$ cat config.mk
export PLATFORM = sky130hd
export DESIGN_NAME = seqMaster
export DESIGN_NICKNAME = d
export VERILOG_FILES = /design/src/rtl/seqMasterPkg.sv /design/src/rtl/seqCtrl.sv /design/src/rtl/seqData.sv /design/src/rtl/seqMaster.sv
export SDC_FILE = /design/constraint.sdc
export NUM_CORES = 1
export LEC_CHECK = 0
export BUFFER_PORTS_ARGS = -buffer_cell sky130_fd_sc_hd__buf_2
export CAP_MARGIN = 20
export CORE_ASPECT_RATIO = 2
export CORE_MARGIN = 3
export CORE_UTILIZATION = 45
export DETAILED_ROUTE_END_ITERATION = 10
export PLACE_DENSITY = 0.79
export SYNTH_ARGS = -nofsm -noshare
export SYNTH_HDL_FRONTEND = slang
export SYNTH_HIERARCHICAL = 1
export SYNTH_SLANG_ARGS = --single-unit
$ cat constraint.sdc
create_clock -name clk -period 3.1 [get_ports clk]
set_clock_uncertainty 0.15 [all_clocks]
set_input_delay 0.62 -clock clk [delete_from_list [all_inputs] [get_ports clk]]
set_output_delay 0.62 -clock clk [all_outputs]
set_load 0.005 [all_outputs]
$ cat src/rtl/seqMasterPkg.sv
package seqMasterPkg;

  typedef enum logic [1:0] {
    OP_START = 2'd0,
    OP_DATA  = 2'd1,
    OP_STOP  = 2'd2
  } busOp_e;

  typedef enum logic [2:0] {
    ST_IDLE,
    ST_ADDR,
    ST_DATA,
    ST_STOP,
    ST_HALT
  } seqState_e;

  // strobes from control to datapath
  typedef struct packed {
    logic latchCtrl;
    logic addrOk;
    logic addrNack;
    logic dataOk;
    logic dataNack;
    logic stopDone;
    logic finish;
    logic haltDone;
  } seqStrobe_t;

endpackage

$ cat src/rtl/seqCtrl.sv
module seqCtrl
  import seqMasterPkg::*;
#(
  parameter int BUF_BYTES = 4,
  localparam int IDX_W = $clog2(BUF_BYTES),
  localparam int CNT_W = $clog2(BUF_BYTES + 1)
) (
  input  logic             clk,
  input  logic             rstN,
  input  logic             ctrlWrEn,
  input  logic             wrTrigger,
  input  logic             wrHalt,
  input  logic             busClaimed,
  input  logic             stopEach,
  input  logic [IDX_W-1:0] lastIdx,
  input  logic             ackValid,
  input  logic             ackNack,
  output logic             reqValid,
  output logic [1:0]       reqOp,
  output logic             busy,
  output seqStrobe_t       stb,
  output logic [IDX_W-1:0] byteIdx,
  output logic [CNT_W-1:0] doneCount
);

  seqState_e state, nextState;
  logic [IDX_W-1:0] nextIdx;
  logic isLast;

  assign isLast = (byteIdx == lastIdx);

  always_comb begin
    stb       = '0;
    nextState = state;
    nextIdx   = byteIdx;
    doneCount = '0;
    case (state)
      ST_IDLE: begin
        if (ctrlWrEn) begin
          stb.latchCtrl = 1'b1;
          if (wrHalt && busClaimed) begin
            nextState = ST_HALT;
          end else if (wrTrigger) begin
            nextIdx   = '0;
            nextState = busClaimed ? ST_DATA : ST_ADDR;
          end
        end
      end
      ST_ADDR: begin
        if (ackValid) begin
          if (ackNack) begin
            stb.addrNack = 1'b1;
            stb.finish   = 1'b1;
            doneCount    = CNT_W'(byteIdx);
            nextState    = ST_IDLE;
          end else begin
            stb.addrOk = 1'b1;
            nextState  = ST_DATA;
          end
        end
      end
      ST_DATA: begin
        if (ackValid) begin
          if (ackNack) begin
            stb.dataNack = 1'b1;
            stb.finish   = 1'b1;
            doneCount    = CNT_W'(byteIdx);
            nextState    = ST_IDLE;
          end else begin
            stb.dataOk = 1'b1;
            if (stopEach) begin
              nextState = ST_STOP;
            end else if (isLast) begin
              stb.finish = 1'b1;
              doneCount  = CNT_W'(byteIdx) + CNT_W'(1);
              nextState  = ST_IDLE;
            end else begin
              nextIdx = byteIdx + IDX_W'(1);
            end
          end
        end
      end
      ST_STOP: begin
        if (ackValid) begin
          stb.stopDone = 1'b1;
          if (isLast) begin
            stb.finish = 1'b1;
            doneCount  = CNT_W'(byteIdx) + CNT_W'(1);
            nextState  = ST_IDLE;
          end else begin
            nextIdx   = byteIdx + IDX_W'(1);
            nextState = ST_ADDR;
          end
        end
      end
      ST_HALT: begin
        if (ackValid) begin
          stb.haltDone = 1'b1;
          nextState    = ST_IDLE;
        end
      end
      default: nextState = ST_IDLE;
    endcase
  end

  always_ff @(posedge clk or negedge rstN) begin
    if (!rstN) begin
      state   <= ST_IDLE;
      byteIdx <= '0;
    end else begin
      state   <= nextState;
      byteIdx <= nextIdx;
    end
  end

  always_comb begin
    case (state)
      ST_ADDR: reqOp = OP_START;
      ST_DATA: reqOp = OP_DATA;
      default: reqOp = OP_STOP;
    endcase
  end

  assign reqValid = (state != ST_IDLE);
  assign busy     = (state != ST_IDLE);

endmodule

$ cat src/rtl/seqData.sv
module seqData
  import seqMasterPkg::*;
#(
  parameter int DATA_W    = 8,
  parameter int BUF_BYTES = 4,
  parameter int ADDR_W    = 7,
  localparam int IDX_W = $clog2(BUF_BYTES),
  localparam int CNT_W = $clog2(BUF_BYTES + 1),
  localparam int BUF_W = DATA_W * BUF_BYTES
) (
  input  logic               clk,
  input  logic               rstN,
  input  seqStrobe_t         stb,
  input  logic [IDX_W-1:0]   byteIdx,
  input  logic [CNT_W-1:0]   doneCount,
  input  logic [DATA_W-1:0]  ctrlWrData,
  input  logic [ADDR_W-1:0]  targetAddr,
  input  logic               intEnable,
  input  logic               doneMask,
  input  logic               haltMask,
  input  logic               irqAck,
  input  logic [BUF_W-1:0]   txData,
  input  logic [DATA_W-1:0]  ackData,
  output logic [DATA_W-1:0]  ctrlValue,
  output logic               busClaimed,
  output logic               stopEach,
  output logic [IDX_W-1:0]   lastIdx,
  output logic [ADDR_W-1:0]  reqAddr,
  output logic               reqRead,
  output logic [DATA_W-1:0]  reqData,
  output logic               errFlag,
  output logic               abortFlag,
  output logic               irqActive,
  output logic [CNT_W-1:0]   xferCount,
  output logic [BUF_W-1:0]   rxData
);

  logic irqSet;

  assign reqRead  = ctrlValue[1];
  assign stopEach = ctrlValue[3] | ~ctrlValue[2];
  assign lastIdx  = ctrlValue[4 +: IDX_W];
  assign reqAddr  = targetAddr;
  assign reqData  = txData[byteIdx * DATA_W +: DATA_W];

  assign irqSet = intEnable &
                  ((stb.finish & (doneCount != '0) & doneMask) |
                   (stb.haltDone & haltMask));

  always_ff @(posedge clk or negedge rstN) begin
    if (!rstN) begin
      ctrlValue  <= '0;
      busClaimed <= 1'b0;
      errFlag    <= 1'b0;
      abortFlag  <= 1'b0;
      irqActive  <= 1'b0;
      xferCount  <= '0;
    end else begin
      if (stb.latchCtrl) ctrlValue <= {ctrlWrData[DATA_W-1:1], 1'b0};
      if (stb.addrOk) busClaimed <= 1'b1;
      else if (stb.stopDone || stb.haltDone) busClaimed <= 1'b0;
      if (stb.addrOk) begin
        errFlag   <= 1'b0;
        abortFlag <= 1'b0;
      end else if (stb.addrNack || stb.dataNack) begin
        errFlag   <= 1'b1;
        abortFlag <= 1'b1;
      end
      if (stb.finish) xferCount <= doneCount;
      if (irqSet) irqActive <= 1'b1;
      else if (irqAck) irqActive <= 1'b0;
    end
  end

  for (genvar g = 0; g < BUF_BYTES; g++) begin : g_rxByte
    always_ff @(posedge clk or negedge rstN) begin
      if (!rstN) begin
        rxData[g*DATA_W +: DATA_W] <= '0;
      end else if (stb.dataOk && reqRead && (byteIdx == IDX_W'(g))) begin
        rxData[g*DATA_W +: DATA_W] <= ackData;
      end
    end
  end

endmodule

$ cat src/rtl/seqMaster.sv
module seqMaster
  import seqMasterPkg::*;
#(
  parameter int DATA_W    = 8,
  parameter int BUF_BYTES = 4,
  parameter int ADDR_W    = 7,
  localparam int IDX_W = $clog2(BUF_BYTES),
  localparam int CNT_W = $clog2(BUF_BYTES + 1),
  localparam int BUF_W = DATA_W * BUF_BYTES
) (
  input  logic              clk,
  input  logic              rstN,
  input  logic              ctrlWrEn,
  input  logic [DATA_W-1:0] ctrlWrData,
  input  logic [ADDR_W:0]   masterAddr,
  input  logic              intEnable,
  input  logic [3:0]        intMask,
  input  logic              irqAck,
  input  logic [BUF_W-1:0]  txData,
  output logic              reqValid,
  output logic [1:0]        reqOp,
  output logic [ADDR_W-1:0] reqAddr,
  output logic              reqRead,
  output logic [DATA_W-1:0] reqData,
  input  logic              ackValid,
  input  logic              ackNack,
  input  logic [DATA_W-1:0] ackData,
  output logic [DATA_W-1:0] ctrlValue,
  output logic              busy,
  output logic              errFlag,
  output logic              irqActive,
  output logic [7:0]        extStatus,
  output logic [CNT_W-1:0]  xferCount,
  output logic [BUF_W-1:0]  rxData,
  output logic              irq
);

  seqStrobe_t       stb;
  logic [IDX_W-1:0] byteIdx;
  logic [IDX_W-1:0] lastIdx;
  logic [CNT_W-1:0] doneCount;
  logic             busClaimed;
  logic             stopEach;
  logic             abortFlag;
  logic [3:0]       unusedBits;

  assign unusedBits = {masterAddr[0], intMask[2:1], 1'b0};

  seqCtrl #(.BUF_BYTES(BUF_BYTES)) uCtrl (
    .clk(clk), .rstN(rstN),
    .ctrlWrEn(ctrlWrEn),
    .wrTrigger(ctrlWrData[0]),
    .wrHalt(ctrlWrData[DATA_W-1]),
    .busClaimed(busClaimed),
    .stopEach(stopEach),
    .lastIdx(lastIdx),
    .ackValid(ackValid),
    .ackNack(ackNack),
    .reqValid(reqValid),
    .reqOp(reqOp),
    .busy(busy),
    .stb(stb),
    .byteIdx(byteIdx),
    .doneCount(doneCount)
  );

  seqData #(.DATA_W(DATA_W), .BUF_BYTES(BUF_BYTES), .ADDR_W(ADDR_W)) uData (
    .clk(clk), .rstN(rstN),
    .stb(stb),
    .byteIdx(byteIdx),
    .doneCount(doneCount),
    .ctrlWrData(ctrlWrData),
    .targetAddr(masterAddr[ADDR_W:1]),
    .intEnable(intEnable),
    .doneMask(intMask[0]),
    .haltMask(intMask[3]),
    .irqAck(irqAck),
    .txData(txData),
    .ackData(ackData),
    .ctrlValue(ctrlValue),
    .busClaimed(busClaimed),
    .stopEach(stopEach),
    .lastIdx(lastIdx),
    .reqAddr(reqAddr),
    .reqRead(reqRead),
    .reqData(reqData),
    .errFlag(errFlag),
    .abortFlag(abortFlag),
    .irqActive(irqActive),
    .xferCount(xferCount),
    .rxData(rxData)
  );

  assign extStatus = {4'b0100 | {3'b000, busClaimed}, 3'b000, abortFlag};
  assign irq       = irqActive;

endmodule

After elaboration in Yosys (flattened, before gate mapping)
Cells that the tools add are included.

Muxes and demuxes: 55. Eq/ne operators: 19. Shift-type cells: 1. Add/sub/neg operators: 2. Bitwise operators: 7. Reductions and logical operators: 18.

Operators by type and width (number): 3-bit two-way mux (16); 32-bit by 6-bit variable part select with 8-bit output (1); 2-bit two-way mux (15); 1-bit two-way mux (19); 2-bit inequality test (second input constant) (9); 3-bit case mux with 5 select lines (1); 3-bit case mux with 3 select lines (1); 3-bit nonzero test (3); 8-bit AND reduction (1); 7-bit AND reduction (1); 3-bit by 2-bit == test with 1-bit output (second input constant) (2); 1-bit logical AND (6); 2-bit case mux with 3 select lines (1); 2-bit nonzero test (3); 1-bit AND (4); 2-bit == test (second input constant) (2); 4-bit by 3-bit inequality test with 1-bit output (second input constant) (1); 2-bit case mux with 2 select lines (1); 2-bit by 1-bit adder with 3-bit output (second input constant) (1); 3-bit by 1-bit == test with 1-bit output (second input constant) (1); 3-bit == test (second input constant) (1); 3-bit logical NOT (1); 3-bit by 2-bit inequality test with 1-bit output (second input constant) (1); 1-bit case mux with 3 select lines (1); 7 further kinds (9).

Bits in registers: 50. Word-level logic and storage cells: 113.

Logic depth before layout (Yosys ltp)
Gate-level depths: netlist of the first run.

Word-level depth: 12. Gate-level depth with buffers: 7. Gate-level depth less buffers: 7.

Hierarchy
Netlist of the first run, hierarchy kept.

Modules (own cells, without submodules): seqData (area each 2042.0 um2, cells an instance 126, seq. area each 1126.1 um2, instances 1); seqCtrl (area each 619.3 um2, cells an instance 77, seq. area each 125.1 um2, instances 1); seqMaster (area each 75.1 um2, cells an instance 11, seq. area each 0.0 um2, instances 1).

Worst setup path before layout of the first run
No wires, ideal clock.

Path type: input to register. Start: input port ackValid. End: register uData.rxData[0]. Arrival time: 2.051 ns. Setup slack: 0.775 ns. Stages: 6. Cells stage by stage: buf_2 > nand2_1 > nor3_1 > and4bb_2 > buf_4 > mux2_2.

RTL lines: from (decl) (line seqMaster.sv:25) `input logic ackValid,`; to (signal, indexed assignment) (line seqData.sv:80) `rxData[g*DATA_W +: DATA_W] <= ackData;`; to (decl) (line seqData.sv:35) `output logic [BUF_W-1:0] rxData`.

==> results of run 1 <==
## sequential cells by signal (all words and copies together) (netlist names)
register          flops
uData/rxData         32
uCtrl/state           3
uData/busClaimed      1
uData/irqActive       1
uData/xferCount       3
uData/ctrlValue       7
uData/abortFlag       1
uCtrl/byteIdx         2
## area by class of cell
cell class	count	area, um2
clock buffer	6	129
clock inverter	2	37.5
fill	506	2420
inverter	7	26.3
multi-input combinational	130	1250
sequential	50	1250
tap	61	76.3
timing repair buffer	120	611
## cell usage after synthesis (3+ instances only)
cell / n
nor2_1: 8
dfrtp_1: 50
nand2b_1: 4
conb_1: 3
buf_2: 3
mux2i_1: 3
mux4_1: 8
nand2_1: 7
inv_1: 7
o21ai_0: 3
buf_4: 25
nand3_1: 3
nor3_1: 9
mux2_2: 43
## kinds of logic after synthesis
logic type      after synthesis
mux                          56
flops                        50
fa+ha+maj                     1
other cells                   3
compound gates               19
xor+xnor                      2
buf+inv                      38
simple gates                 45
## per-layer routing
| layer | GRT usage, % | vias up | share of wire [%] |
|---|---|---|---|
| met5 | 0 | - | 0 |
| met4 | 9.41 | 0 | 2.0 |
| met3 | 4.54 | 9 | 5.3 |
| met2 | 35.6 | 66 | 57 |
| met1 | 21.3 | 1027 | 35 |
| li1 | - | 947 | - |
## path summary, 6_finish.rpt
kind / from / end / slack (ps)
min in group clk: uData/rxData[21] / uData/rxData[21] / 350
max: uCtrl/state[2] / uData/rxData[6] / 590
min: rstN / uCtrl/state[2] / 160
max in group asynchronous: rstN / uData/rxData[25] / 1900
min reg2reg: uData/rxData[21] / uData/rxData[21] / 350
max reg2reg: uCtrl/state[2] / uData/rxData[6] / 590
## where the power goes
part           internal [mW]  switching, mW
Sequential             0.878          0.172
Clock                  0.381          0.239
Combinational          0.623          0.551
## through the flow
step	utilization, %	instance area, um2
floorplan	-	2750
global placement	55.4	3220
detailed placement	55.4	3220
CTS	58.3	3380
global route	58.3	3380
finish	58.3	3380
==> qor.yml, run 1 <==
outcome:
  status: "complete, no violations"
sta:
  fmax_mhz: 398
  hold_violations: 0
  maxSlewHeadroom_pct: 58.6
  final_max_slew_viol_count: 0
  setup_tns_ps: 0
  layout_setup_ws_ps: 587
  worstMarginPinSlew_ps: 617
  fin_crit_sh_pct: 81.1
  finalSetupViolations: 0
  hold_slack_ps: 162
  timing.final.crit_period_ps: 2510
  rsz0062_at_grt: "no"
synthesis:
  async_flop_share_pct: 100
  synth_mux_area_share_pct: 27.4
  synth_cells: 214
  synth-seq-cells: 50
  synth_top_family_by_area: "multiplexers"
  synth_edf_count: 0
  synthTopCellsByArea: "dfrtp_1, mux2_2, mux4_1"
  ys_warn_count: 6
  syn_area_per_cell_um2: 12.8
  synth_compound_area_share_pct: 5.85
  synth_area_um2: 2740
  seq_area_frac_synth_pct: 45.7
  synth-xor-area-share_pct: 0.640
  synth_top_area_share_pct: 45.7
  synth_cell_types: 44
  yosys.area_share.adder_pct: 0.457
  synth-simple-area-share_pct: 10.4
  synth-main-ff-cell: "dfrtp_1"
  synth_top_area_cell: "dfrtp_1"
setup_path:
  worst_ep_required_time_ps: 3130
  crit_family: "simple AND/OR/NAND/NOR gates"
  crit_type: "reg2reg"
  worst_path_max_delay_cell: "nor3_1"
  startpoint_type: "flip-flop"
  path_max_fanout: 11
  crit_chain: "inv_1 -> nand2_1 -> nor3_1 -> and4bb_2 -> mux2_2"
  crit_cells: 5
  cp.buffers_inverters: 1
  rr_worst_depth: 5
  arrival_ps: 2540
  endpoint_kind: "flip-flop"
  crit_path_max_incr_delay_ps: 540
floorplanning:
  start_util_pct: 47.1
  die_h_um: 116
  fp-row-count: 39
  dieArea_um2: 7110
  die_width_um: 61.1
  pin_count: 141
  core-area_um2: 5810
finish:
  finalNetCount: 382
  syn_to_final_growth_pct: 23.6
  drive_gt1_share_pct: 57.5
  diodes: 0
  final_cells: 376
  layout_commonest_cell: "buf_2"
  layout_common_cells: "buf_2, dfrtp_1, mux2_2"
drt:
  drt-wirelength-per-cell_um: 18.1
  num_vias: 2049
  first_pass_iters: 4
  finalWirelength_mm: 6.79
  remaining_drc_errors: 0
  ant_nets: 0
  viasPerCell: 5.45
  first_iter_violations: 97
cts:
  cts_tree: "yes"
  cts_root_buf: "clkbuf_16"
  path_clk_slew_ps: 70
  clk_latency_ps: 290
  cts_num_sinks: 50
  cts_made_buffers: 5
  htree_levels: 2
  ctsHoldBuffers: 0
  post_cts_buffers: 0
  cts_resized: 0
  cts_buffer_depth: 2
global_routing:
  grt_antenna_before_repair: 0
  grt.overflow.total: 0
  grt_pass1_wl_mm: 10.5
  grt_max_degree: 27
  grtUsageTotal_pct: 20.0
  grt_pass1_vias: 2198
pwr:
  p_total_mw: 2.84
  p_per_area_nw_per_um2: 841
  power.leakage_nw: 1.83
  peakVddDrop_mv: 0.542
placement:
  dp_hpwl_mm: 5.45
  placed_cells: 368
  place_ws_ps: 424
  place.gp.congestion: 0.890
  port_buffers: 116
run:
  drv_cap: 0
min_path:
  hold_path.class: "in2async"
(Power assumes the default switching activity.)
==> run 2, diff against run 1 <==
CORE_UTILIZATION = 41   (was 45)
PLACE_DENSITY = 0.76   (was 0.79)
clock period = 2.25 ns   (was 3.1 ns; I/O delays follow)
==> qor.yml, run 2 (synthesis results as in run 1) <==
global_routing:
  grt_antenna_before_repair: 0
  use_met2_pct: 36.5
  grt.overflow.total: 0
  grt_max_degree: 20
  gr-max-usage-layer: "met2"
  grt_pass1_vias: 2237
  grtUsageTotal_pct: 18.3
  grt_pass1_wl_mm: 11.0
  met1_usage_pct: 18.0
  use_met3_pct: 3.23
cts:
  cts_num_sinks: 50
  htree_levels: 2
  clk_latency_ps: 280
  path_clk_slew_ps: 60
  cts_buffer_depth: 2
  cts_root_buf: "clkbuf_16"
  cts_tree: "yes"
  cts_made_buffers: 5
floorplanning:
  fp-row-count: 41
  core-area_um2: 6410
  dieArea_um2: 7750
  pin_count: 141
  die_width_um: 63.8
  start_util_pct: 42.7
  die_h_um: 122
sta:
  setup_tns_ps: 0
  rsz0062_at_grt: "no"
  fin_crit_sh_pct: 96.9
  final_max_slew_viol_count: 0
  hold_violations: 0
  timing.final.crit_period_ps: 2180
  fmax_mhz: 459
  finalSetupViolations: 0
setup_path:
  worst_ep_required_time_ps: 1650
  endpoint_kind: "output pin"
  path_max_fanout: 11
  arrival_ps: 1580
  crit_type: "reg2out"
  startpoint_type: "flip-flop"
finish:
  largest_register_ffs: 32
  layout_commonest_cell: "buf_2"
  top_register: "uData/rxData"
  largest_registers: "uData/rxData (32), uData/ctrlValue (7)"
  n_fill_cell: 561
  finalNetCount: 391
  syn_to_final_growth_pct: 27.6
  fin_util_pct: 54.4
  layout_common_cells: "buf_2, dfrtp_1, mux2_2"
  diodes: 0
  drive_gt1_share_pct: 59.0
pwr:
  peakVddDrop_mv: 0.737
  p_per_area_nw_per_um2: 1140
  power.leakage_nw: 1.87
drt:
  ant_nets: 0
  drt-wirelength-per-cell_um: 17.0
  viasPerCell: 5.20
  num_vias: 2133
  remaining_drc_errors: 0
  first_iter_violations: 133
  first_pass_iters: 4
  finalWirelength_mm: 6.98
run:
  drv_cap: 0
outcome:
  status: "complete, no violations"
placement:
  dp_hpwl_mm: 5.70
  port_buffers: 116
  place.gp.congestion: 0.889
min_path:
  hold_path.class: "in2reg"
run 2: per-stage QoR:
stage                     worst slack [ps]  cells  hold WS, ps  cell area (um2)  power (mW)
after floorplan                       94.6    218         4.41             2750        2.48
after detailed placement              47.5    401          262             3310        3.17
after global routing                  11.6    410          242             3490        4.26
final                                 70.3    410          245             3490        3.99
after CTS                             56.3    410          234             3490        4.03
after global placement                84.1    401          248             3310        3.10
run 2: power breakdown:
group / internal (mW) / leakage, nW / switching [mW]
sequential: 1.21 / 0.662 / 0.246
combinational: 0.914 / 1.13 / 0.783
clock: 0.525 / 0.0771 / 0.311
run 2: what timing repair did:
item / CTS / global route
hold buffers: 1 / 0
resized for setup: 1 / 1
hold endpoints to repair: 17 / 0
setup buffers: 0 / 0
setup endpoints to repair: 8 / 24
run 2: area by class of cell:
class	instances	area, um2	area share [%]
Multi-Input combinational cell	130	1260	36.0
Timing Repair Buffer	129	681	19.5
Tap cell	86	108	3.08
Clock buffer	6	129	3.69
Clock inverter	2	37.5	1.08
Sequential cell	50	1250	35.9
Inverter	7	26.3	0.753
run 2: final timing paths:
kind                       cells after the start            endpoint  slack (ps)             start
setup reg to reg                               6    uData/rxData[31]         170    uCtrl/state[2]
min in group asynchronous                      2  uData/ctrlValue[2]         490              rstN
hold / removal                                 2  uData/ctrlValue[4]         240     ctrlWrData[4]
max in group asynchronous                      3    uData/rxData[29]         870              rstN
setup / recovery                               2          reqData[6]          70  uCtrl/byteIdx[0]
hold reg to reg                                1     uData/rxData[9]         350   uData/rxData[9]
run 2: worst max-delay path, stage by stage (launching register included):
cell	delay [ps]
dfrtp_2	540
mux4_1	610
buf_2	150
run 2: routing by layer:
layer | share of wire [%] | wire (um)
met1 | 33 | 2290
met2 | 60 | 4180
met3 | 5.2 | 362
met4 | 2.0 | 140
met5 | 0 | 0
